`src/rtl/jstk_pkg.sv`:
```
package jstk_pkg;

  localparam int          PKT_LEN     = 5;
  localparam int          AXIS_W      = 10;
  localparam logic [7:0]  CMD_SET_RGB = 8'h84;
  localparam logic [7:0]  PAD_BYTE    = 8'h00;

  typedef enum logic {
    TX_WAIT = 1'b0,
    TX_SEND = 1'b1
  } tx_state_e;

  // Pause length in clock cycles, never below one.
  function automatic int gap_cycles(input int clk_hz, input int gap_us);
    int c;
    c = (clk_hz / 1000000) * gap_us;
    return (c < 1) ? 1 : c;
  endfunction

  // Byte to transmit at a given packet position.
  function automatic logic [7:0] pkt_byte(input logic [2:0] pos,
                                          input logic [7:0] r,
                                          input logic [7:0] g,
                                          input logic [7:0] b);
    case (pos)
      3'd0:    return CMD_SET_RGB;
      3'd1:    return r;
      3'd2:    return g;
      3'd3:    return b;
      default: return PAD_BYTE;
    endcase
  endfunction

  // Rebuild a split axis value from its low byte and two high bits.
  function automatic logic [AXIS_W-1:0] join_axis(input logic [7:0] lo,
                                                  input logic [1:0] hi);
    return {hi, lo};
  endfunction

endpackage

```
`src/rtl/jstk_tx_pacer.sv`:
```
module jstk_tx_pacer
  import jstk_pkg::*;
#(
  parameter int CLK_HZ = 100_000_000,
  parameter int GAP_US = 25
) (
  input  logic       clk,
  input  logic       rst_n,
  input  logic [7:0] led_red,
  input  logic [7:0] led_grn,
  input  logic [7:0] led_blu,
  input  logic       tx_ready,
  output logic       tx_valid,
  output logic [7:0] tx_data,
  output logic       tx_accept,
  output logic       pkt_start
);

  localparam int GAP_CYC = gap_cycles(CLK_HZ, GAP_US);
  localparam int CNT_W   = $clog2(2 * GAP_CYC + 1);
  localparam logic [CNT_W-1:0] LD_BYTE = CNT_W'(GAP_CYC - 1);
  localparam logic [CNT_W-1:0] LD_PKT  = CNT_W'(2 * GAP_CYC - 1);
  localparam logic [2:0]       POS_LAST = 3'(PKT_LEN - 1);

  tx_state_e        state;
  logic [CNT_W-1:0] wait_cnt;
  logic [2:0]       pos;
  logic [7:0]       lat_r, lat_g, lat_b;
  logic             wait_done;

  assign wait_done = (state == TX_WAIT) && (wait_cnt == '0);
  assign tx_valid  = (state == TX_SEND);
  assign tx_accept = tx_valid && tx_ready;
  assign pkt_start = tx_accept && (pos == 3'd0);
  assign tx_data   = pkt_byte(pos, lat_r, lat_g, lat_b);

  always_ff @(posedge clk) begin
    if (!rst_n) begin
      state    <= TX_WAIT;
      wait_cnt <= LD_BYTE;
      pos      <= 3'd0;
      lat_r    <= 8'h00;
      lat_g    <= 8'h00;
      lat_b    <= 8'h00;
    end else begin
      case (state)
        TX_WAIT: begin
          if (wait_done) begin
            state <= TX_SEND;
            if (pos == 3'd0) begin
              lat_r <= led_red;
              lat_g <= led_grn;
              lat_b <= led_blu;
            end
          end else begin
            wait_cnt <= wait_cnt - 1'b1;
          end
        end
        default: begin
          if (tx_ready) begin
            state <= TX_WAIT;
            if (pos == POS_LAST) begin
              pos      <= 3'd0;
              wait_cnt <= LD_PKT;
            end else begin
              pos      <= pos + 3'd1;
              wait_cnt <= LD_BYTE;
            end
          end
        end
      endcase
    end
  end

endmodule

```
`src/rtl/jstk_rx_collect.sv`:
```
module jstk_rx_collect
  import jstk_pkg::*;
(
  input  logic              clk,
  input  logic              rst_n,
  input  logic              pkt_start,
  input  logic              rx_valid,
  input  logic [7:0]        rx_data,
  output logic [AXIS_W-1:0] pos_x,
  output logic [AXIS_W-1:0] pos_y,
  output logic              btn_stick,
  output logic              btn_trig,
  output logic [2:0]        rx_idx,
  output logic              upd_fire
);

  localparam logic [2:0] IDX_DONE = 3'(PKT_LEN);
  localparam logic [2:0] IDX_BTN  = 3'(PKT_LEN - 1);

  logic [7:0] x_lo, y_lo;
  logic [1:0] x_hi, y_hi;
  logic       take;

  assign take     = rx_valid && !pkt_start && (rx_idx < IDX_DONE);
  assign upd_fire = take && (rx_idx == IDX_BTN);

  always_ff @(posedge clk) begin
    if (!rst_n) begin
      rx_idx    <= IDX_DONE;
      x_lo      <= 8'h00;
      x_hi      <= 2'b00;
      y_lo      <= 8'h00;
      y_hi      <= 2'b00;
      pos_x     <= '0;
      pos_y     <= '0;
      btn_stick <= 1'b0;
      btn_trig  <= 1'b0;
    end else if (pkt_start) begin
      rx_idx <= 3'd0;
    end else if (take) begin
      rx_idx <= rx_idx + 3'd1;
      case (rx_idx)
        3'd0:    x_lo <= rx_data;
        3'd1:    x_hi <= rx_data[1:0];
        3'd2:    y_lo <= rx_data;
        3'd3:    y_hi <= rx_data[1:0];
        default: ;
      endcase
      if (upd_fire) begin
        pos_x     <= join_axis(x_lo, x_hi);
        pos_y     <= join_axis(y_lo, y_hi);
        btn_stick <= rx_data[0];
        btn_trig  <= rx_data[1];
      end
    end
  end

endmodule

```
`src/rtl/jstk_pkt_seq.sv`:
```
module jstk_pkt_seq
  import jstk_pkg::*;
#(
  parameter int CLK_HZ = 100_000_000,
  parameter int GAP_US = 25
) (
  input  logic       clk,
  input  logic       rst_n,
  output logic       tx_valid,
  output logic [7:0] tx_data,
  input  logic       tx_ready,
  input  logic       rx_valid,
  input  logic [7:0] rx_data,
  input  logic [7:0] led_red,
  input  logic [7:0] led_grn,
  input  logic [7:0] led_blu,
  output logic [9:0] pos_x,
  output logic [9:0] pos_y,
  output logic       btn_stick,
  output logic       btn_trig
);

  // Named internal events, observed by the bound checker.
  logic       tx_accept;
  logic       pkt_start;
  logic [2:0] rx_idx;
  logic       upd_fire;

  jstk_tx_pacer #(
    .CLK_HZ(CLK_HZ),
    .GAP_US(GAP_US)
  ) u_tx (
    .clk       (clk),
    .rst_n     (rst_n),
    .led_red   (led_red),
    .led_grn   (led_grn),
    .led_blu   (led_blu),
    .tx_ready  (tx_ready),
    .tx_valid  (tx_valid),
    .tx_data   (tx_data),
    .tx_accept (tx_accept),
    .pkt_start (pkt_start)
  );

  jstk_rx_collect u_rx (
    .clk       (clk),
    .rst_n     (rst_n),
    .pkt_start (pkt_start),
    .rx_valid  (rx_valid),
    .rx_data   (rx_data),
    .pos_x     (pos_x),
    .pos_y     (pos_y),
    .btn_stick (btn_stick),
    .btn_trig  (btn_trig),
    .rx_idx    (rx_idx),
    .upd_fire  (upd_fire)
  );

endmodule

```
`config.mk`:
```
export PLATFORM = sky130hd
export DESIGN_NAME = jstk_pkt_seq
export DESIGN_NICKNAME = d
export VERILOG_FILES = /design/src/rtl/jstk_pkg.sv /design/src/rtl/jstk_tx_pacer.sv /design/src/rtl/jstk_rx_collect.sv /design/src/rtl/jstk_pkt_seq.sv
export SDC_FILE = /design/constraint.sdc
export NUM_CORES = 1
export LEC_CHECK = 0
export ABC_AREA = 1
export BUFFER_PORTS_ARGS = -buffer_cell sky130_fd_sc_hd__buf_2
export CORE_ASPECT_RATIO = 0.9
export CORE_UTILIZATION = 55
export DETAILED_ROUTE_END_ITERATION = 8
export PLACE_DENSITY = 0.79
export SLEW_MARGIN = 20
export SYNTH_ARGS = -nofsm -noshare
export SYNTH_HDL_FRONTEND = slang
export SYNTH_SLANG_ARGS = --single-unit
```
`constraint.sdc`:
```
create_clock -name clk -period 2.2 [get_ports clk]
set_input_delay 0.11 -clock clk [delete_from_list [all_inputs] [get_ports clk]]
set_output_delay 0.11 -clock clk [all_outputs]
set_load 0.01 [all_outputs]
```
==> results of run 1 <==
[path summary, 6_finish.rpt]
kind | from | end | cells past startpoint | slack, ps
setup / recovery | u_tx.pos[1] | tx_data[0] | 7 | 280
setup reg to reg | u_tx.pos[0] | u_rx.x_lo[6] | 10 | 310
hold reg to reg | u_tx.lat_r[0] | u_tx.lat_r[0] | 2 | 450
hold / removal | rx_data[5] | u_rx.y_lo[5] | 3 | 20
[metrics by stage]
step | area (um2) | hold WS, ps | cells | worst slack (ps)
after floorplan | 3780 | 245 | 505 | 663
after global placement | 4130 | 372 | 644 | 474
after detailed placement | 4130 | 384 | 644 | 370
after CTS | 4390 | 9.42 | 660 | 234
after global routing | 4390 | 26.2 | 660 | 78.5
final | 4390 | 17.8 | 660 | 282
[power by group]
part           switching [mW]  total, mW  internal [mW]
registers              0.0185       1.60           1.58
clock network           0.564       1.39          0.825
logic                   0.132      0.206         0.0736
[cell type report]
type,instances,area share
sequential,86,0.392
multi-input combinational,333,0.384
timing repair buffer,71,0.0838
inverter,64,0.0553
clock buffer,12,0.0354
tap,90,0.0257
clock inverter,4,0.0231
[cells by family after synthesis]
| kind of cell | share of synthesized area |
|---|---|
| fa+ha+maj | 0.0398 |
| simple gates | 0.234 |
| buf+inv | 0.0974 |
| flops | 0.456 |
| compound gates | 0.173 |
[layout by cell type (no fill, tap or decap), drive strengths merged]
cell / instances
nand2: 78
ha: 12
inv: 65
o211ai: 6
buf: 71
dfxtp: 86
nor2: 82
o221ai: 6
nand4: 12
nand3: 23
nand3b: 2
bufinv: 3
clkbuf: 12
o21ai: 59
o22ai: 1
a21oi: 50
nor3: 2
[layer usage]
| metal | GRT usage | routed length [um] |
|---|---|---|
| met1 | 0.323 | 4010 |
| met2 | 0.390 | 3730 |
| met3 | 0.0668 | 549 |
| met4 | 0.0968 | 129 |
| met5 | 0 | 0 |
[flip-flops by register name (all words and copies together), names as in the netlist, 2 cells and up]
name / cells
u_tx.lat_g: 8
u_rx.pos_y: 10
u_tx.lat_b: 8
u_tx.pos: 3
u_rx.pos_x: 10
u_rx.y_lo: 8
u_rx.x_hi: 2
u_tx.lat_r: 8
u_rx.rx_idx: 3
u_tx.wait_cnt: 13
u_rx.x_lo: 8
u_rx.y_hi: 2
[worst min-delay path, cell delays in order]
cell,delay (ps)
buf_2,100
nor2_1,40
nor2_1,90
==> results by stage, run 1 <==
Status:
- The flow ran to the end, and the final reports show no timing, DRC or antenna violations.

Placed design:
- The estimated wirelength of the detail-placed design is 5710 um.
- The number of buffer cells added on primary ports is 66.
- The congestion estimate from routability-driven global placement came to 0.859.

Global route:
- The initial antenna violation count is 0.
- The number of global-route vias before repair is 3144.
- The pin count of the biggest net entering global routing is 68.
- The all-layer global routing usage is 0.248.
- Global routing finished with a remaining overflow of 0.
- The first-pass GRT wire length is 13800 um.

Hold path:
- The worst hold path class is input port to register.

Synth:
- The synthesized flop and latch total is 86.
- The fraction of synthesized cell area taken by the top area cell type is 0.456.
- After synthesis, the netlist uses 28 different library cells.
- The number of enable flip-flop cells after synthesis is 0.
- The largest total area in the synthesized netlist belongs to dfxtp_1.
- The most common cell in the synthesized netlist is dfxtp_1.
- The share of async-settable or async-resettable flops after synthesis is 0.
- Summing every instance area after synthesis gives 0.00378 mm2.
- In the post-synthesis netlist, the biggest area contributors are dfxtp_1 46%, nor2_1 8.0%, nand2_1 7.5%, o21ai_0 7.3%, a21oi_1 6.6%.
- Among all flip-flop cells after synthesis, the most frequent one is dfxtp_1.
- Yosys printed 0 warnings.
- After technology mapping, the gate count stands at 505.
- Counting instances in the post-synthesis netlist gives the leading cell types as 86 x dfxtp_1, 80 x nor2_1, 75 x nand2_1.
- Counting every net in the synthesized netlist gives 553.
- In this run the mean area of a mapped cell was 7.48 um2.
- The register area share after synthesis is 0.456.

CTS:
- The TritonCTS clock tree is yes.
- The clock tree synthesis step divided the H-tree into 3 levels.
- Buffers inserted to repair hold after CTS numbered 0.
- Clock latency on the worst-skew pair, taken at its later pin, is 350 ps.
- The post-cts sizing count is 0.
- Clock tree synthesis found a total of 86 sinks.
- Buffers added to address setup during post-CTS repair amount to 0.
- TritonCTS created 9 clock buffers.
- The clock transition at the registers of the reported paths is 90 ps.
- The deepest clock path buffer count is 2.
- CTS placed an instance of clkbuf_8 at the clock tree root.

Timing:
- Clock skew on the completed layout was measured at 14.0 ps.
- Setup repair after global routing left no endpoint under its margin.
- The share of the clock period used by the worst path is 0.872.
- The actual transition at the worst max-transition pin is 582 ps.
- In this run the tightest slew margin relative to its limit is 0.612.
- The total negative slack for setup checks is 0 ps.
- The time the worst path needs with I/O delays and setup is 1920 ps.
- The total count of max-transition violations in the final report is 0.
- The maximum clock frequency is 521 MHz.
- Setup violations remaining at the end of the flow were counted as 0.
- The number of hold violations in the final report is 0.

Routing:
- After detailed routing, the total wire length is 8420 um.
- The starting DRC count in detailed routing is 185.
- The number of search-and-repair iterations in the first detailed-routing pass is 5.
- Summing over every cut layer, the via total after detailed routing is 3478.
- After detailed routing, the number of vias per cell comes to 5.27.
- After detailed routing, the average wire length per cell comes to 12.8 um.
- The count of nets left with antenna violations once routing finished came out at 0.
- For this run, design rule violations remaining after detail routing come to 0.

Setup path:
- Among cell families on the critical path, the largest total delay comes from simple AND/OR/NAND/NOR gates.
- The data required time at the worst endpoint is 2090 ps.
- The number of buffers and inverters on the critical path is 3.
- Of all nets on the critical path, the largest fanout is 8.
- The data arrival time of the worst path is 1810 ps.
- The library cell appearing most often on the critical path is inv_1.
- The category of the worst setup path launch point is a register.
- STA classifies the critical path endpoint as a primary output.
- The largest single stage delay on the critical path is 420 ps.
- Traced cell by cell, the critical path runs through inv_1 > ha_1 > inv_1 > nor2_1 > nand2_1 > o221ai_1 > buf_2.
- The slowest stage of the critical path is the nor2_1 cell.
- The setup path with the least slack is of type register to primary output.

Die:
- The placeable core region is 0.00662 mm2.
- The number of I/O pins is 67.
- The die covers 0.00720 mm2.
- The die boundary width is 89.3 um.
- The standard-cell row count is 28.
- The die is 80.6 um tall.
- The initial core utilization is 0.570.

Layout:
- The fraction of the core area covered by cells at the end of the flow is 0.663.
- The number of antenna diodes is 0.
- The growth of design area from synthesis to finish is 16.2%.
- Summing all flip-flop and latch instances after layout gives 0.00172 mm2.
- In the final layout, the share of cells above drive strength 1 is 0.175.
- The filler cells instantiated in the layout total 571.
- The final-stage net count is 613.
- In the final layout, the multi-input gates occupy 0.00169 mm2.

Pwr:
- For this design the ratio of total power to cell area is 727 mW/mm2.
- Power comes to 3.19 mW.
- The maximum VDD drop is 426 uV.
- For this design the static power due to leakage is 1.99 nW.

Run:
- Max-cap violations in this run came to 0.
(Power assumes the default switching activity.)
==> run 2, diff against run 1 <==
--- a/config.mk
+++ b/config.mk
@@ -7,11 +7,12 @@
 export LEC_CHECK = 0
 export ABC_AREA = 1
 export BUFFER_PORTS_ARGS = -buffer_cell sky130_fd_sc_hd__buf_2
-export CORE_ASPECT_RATIO = 0.9
 export CORE_UTILIZATION = 55
 export DETAILED_ROUTE_END_ITERATION = 8
+export GPL_ROUTABILITY_DRIVEN = 0
 export PLACE_DENSITY = 0.79
 export SLEW_MARGIN = 20
 export SYNTH_ARGS = -nofsm -noshare
 export SYNTH_HDL_FRONTEND = slang
 export SYNTH_SLANG_ARGS = --single-unit
+export TNS_END_PERCENT = 30
==> run 2 against run 1 <==
  * Core utilization up 0.62 points
  * Clock power down 18%
  * Largest cell class unchanged
  * Clock-buffer cell count down 3
  * Final cell count down 1.8%
  * Non-clock buffer count up 1
  * The run now ends with DRC left
  * Global-route usage down 0.95 points
  * Critical path depth unchanged
  * Die area about the same
==> results by stage, run 2 (synthesized netlist as in run 1, its figures left out) <==
Timing:
- The number of failing setup endpoints in the final timing report came to 0 (unchanged).
- The maximum clock frequency is 525 MHz (+0.60%).
- The time the worst path needs with I/O delays and setup is 1910 ps (-11.5 ps).
- The headroom to the max-slew limit is 0.642 (+0.0301).
- The total negative slack for setup checks came to 0 ps (unchanged).
- The share of the clock period used by the worst path was 0.867 (-0.00521).
- The post-route worst hold slack is 11.2 ps (-6.66 ps).
- Setup repair after global routing left no endpoint under its margin.
- The number of hold violations in the final report is 0 (unchanged).
- The actual transition at the worst max-transition pin is 535 ps (-47.1 ps).
- The total count of max-transition violations in the final report is 0 (unchanged).
- The final clock skew is 13.1 ps (-0.866 ps).

Setup path:
- The data arrival time of the worst path came to 1800 ps (about the same).
- In this run the worst setup path begins at u_tx.pos[1].
- The worst setup path is of the register to primary output kind.
- The maximum net fanout on the critical path came to 8 (unchanged).
- In this run the critical register-to-register path is launched from u_tx.pos[0].
- In this run the worst setup path terminates at tx_data[2].
- The kind of capture point of the worst setup path is a primary output.
- The worst setup path is launched from a register.
- The endpoint of the worst-slack reg-to-reg timing path is u_rx.y_lo[3].
- The data required time at the worst endpoint is 2090 ps (about the same).
- The minimum setup slack among reg-to-reg paths is 350 ps (+40 ps).
- The number of cells on the worst reg-to-reg path is 10 (unchanged).

Routing:
- The number of nets with antenna violations after detailed routing came to 0 (unchanged).
- The post-detailed-route via-to-cell ratio is 5.23 (-0.73%).
- The final routed wire length divided by cell count was 12.7 um (-0.83%).
- The number of search-and-repair iterations in the first detailed-routing pass is 7 (+2).
- The final routed wirelength across all metal layers was 8200 um (-2.6%).
- The starting DRC count in detailed routing came to 179 (-3.2%).
- The count of unresolved DRC violations after routing is 8 (+8).
- The overall via count from detail_route is 3390 (-2.5%).

CTS:
- The clock transition at the registers of the reported paths is 90 ps (about the same).
- The deepest clock path buffer count is 2 (unchanged).
- The clock latency on the worst-skew pair is 360 ps (about the same).
- The cell at the root of the clock tree is clkbuf_8.
- The count of clock tree sinks is 86 (unchanged).
- The CTS buffer count is 9 (unchanged).
- TritonCTS built the clock tree.
- The number of levels the H-tree was split into is 3 (unchanged).

Die:
- The total die area was 0.00720 mm2 (about the same).
- The die boundary width came to 84.9 um (-5.0%).
- The number of I/O pins is 67 (unchanged).
- The die span in y is 84.9 um (+5.3%).
- The standard-cell row count is 29 (+3.6%).
- The placeable core region is 0.00649 mm2 (-1.9%).
- The initial core utilization was 0.581 (+0.0111).

Layout:
- The number of antenna diodes is 0 (unchanged).
- The library cell used most frequently in the layout, excluding fill and tap cells, is dfxtp_1.
- The area occupied by registers came to 0.00172 mm2 (unchanged).
- The final-stage net count was 614 (+0.16%).
- The register containing the most flip-flops in the final layout is u_tx.wait_cnt.
- The number of flip-flops under the largest register name came to 13 (unchanged).
- The number of fillers in the final layout is 575 (+0.70%).
- The growth of design area from synthesis to finish is 15.0%.
- The fraction of final layout cells with drive strength greater than 1 is 0.175 (-0.000307).
- In the final layout, the registers with the most flip-flops are u_tx.wait_cnt (13), u_rx.pos_x (10), u_rx.pos_y (10).
- The area of combinational cells with multiple inputs is 0.00169 mm2 (unchanged).
- In the layout the commonest cells are 86 x dfxtp_1, 80 x nor2_1, 75 x nand2_1, 66 x buf_2, 60 x inv_1.

Hold path:
- The tightest min-delay check is of the input port to register type.

Global route:
- The first-pass GRT wire length is 13700 um (-0.60%).
- The pin count of the biggest net entering global routing is 49 (-28%).
- The number of global-route vias before repair is 3073 (-2.3%).
- The initial antenna violation count is 0 (unchanged).
- The final global-route overflow total is 0 (unchanged).
- The all-layer global routing usage is 0.239 (-0.00955).

Placed design:
- The number of buffer cells added on primary ports came to 66 (unchanged).
- The estimated wirelength of the detail-placed design is 5800 um (+1.6%).

Run:
- The number of maximum-capacitance constraint violations came to 0 (unchanged).

Pwr:
- The leakage dissipation was 1.97 nW (-1.1%).
- The areal power density over the cells is 679 mW/mm2 (-6.6%).
- The maximum VDD drop is 435 uV (+2.3%).

Status:
- The checks that failed: DRC.
- The run finished, with violations left.
run 2: changes by cell type in the layout (fill, tap and decap cells not counted):
| cell | previous run | this run |
|---|---|---|
| clkbuf_8 | 11 | 9 |
| dlygate4sd3_1 | 0 | 2 |
| inv_6 | 0 | 2 |
| clkinv_2 | 0 | 1 |
| clkinvlp_4 | 0 | 1 |
| clkbuf_1 | 1 | 0 |
| bufinv_16 | 3 | 1 |
| buf_12 | 0 | 1 |
| buf_4 | 5 | 3 |
| clkinv_4 | 0 | 1 |
run 2: how the worst min path moves through the flow:
stage | from | to | slack (ps) | cells after the start
after floorplan | rx_data[0] | u_rx.btn_stick | 240 | 2
after global placement | rx_data[2] | u_rx.y_lo[2] | 380 | 3
after detailed placement | rx_data[5] | u_rx.y_lo[5] | 370 | 3
after CTS | rx_data[3] | u_rx.y_lo[3] | 9 | 3
after global routing | rx_data[2] | u_rx.y_lo[2] | 20 | 3
final | rx_data[3] | u_rx.y_lo[3] | 10 | 3
run 2: repair_timing:
action / in CTS / in global routing
buffers inserted: 0 / 0
hold endpoints to repair: 2 / 0
gates resized for setup: 0 / 0
hold buffers: 2 / 0
run 2: where the power goes:
group | leakage, nW | switching (mW) | internal (mW) | total (mW)
Combinational | 1.18 | 0.132 | 0.0761 | 0.209
Sequential | 0.694 | 0.0197 | 1.58 | 1.60
Clock | 0.102 | 0.604 | 0.540 | 1.14
run 2: worst max-delay path, stage by stage (launching register included):
cell,delay (ps)
dfxtp_1,340
inv_1,100
ha_1,160
inv_1,40
nor2_1,410
nand2_1,100
o211ai_1,130
buf_2,160
run 2: area by class of cell:
| class | instances | share of cell area |
|---|---|---|
| clock buffers | 9 | 0.0285 |
| clock inverters | 7 | 0.0184 |
| inverters | 64 | 0.0559 |
| multi-input cells | 333 | 0.388 |
| flip-flops and latches | 86 | 0.396 |
| well taps | 77 | 0.0222 |
| repair buffers | 72 | 0.0904 |
run 2: metal layers:
metal / part of all wire / GRT usage
met2: 0.44 / 0.395
met3: 0.053 / 0.0428
met4: 0.018 / 0.114
met5: 0 / 0
met1: 0.49 / 0.304
run 2: through the flow:
stage                     utilization  setup WS (ps)  total power [mW]  cells  area [um2]
after floorplan                     -            663              1.76    505        3780
after global placement          0.634            455              1.83    630        4120
after detailed placement        0.634            356              1.84    630        4120
after CTS                       0.669            300              2.96    648        4340
after global routing            0.669            162              3.06    648        4340
final                           0.669            293              2.95    648        4340
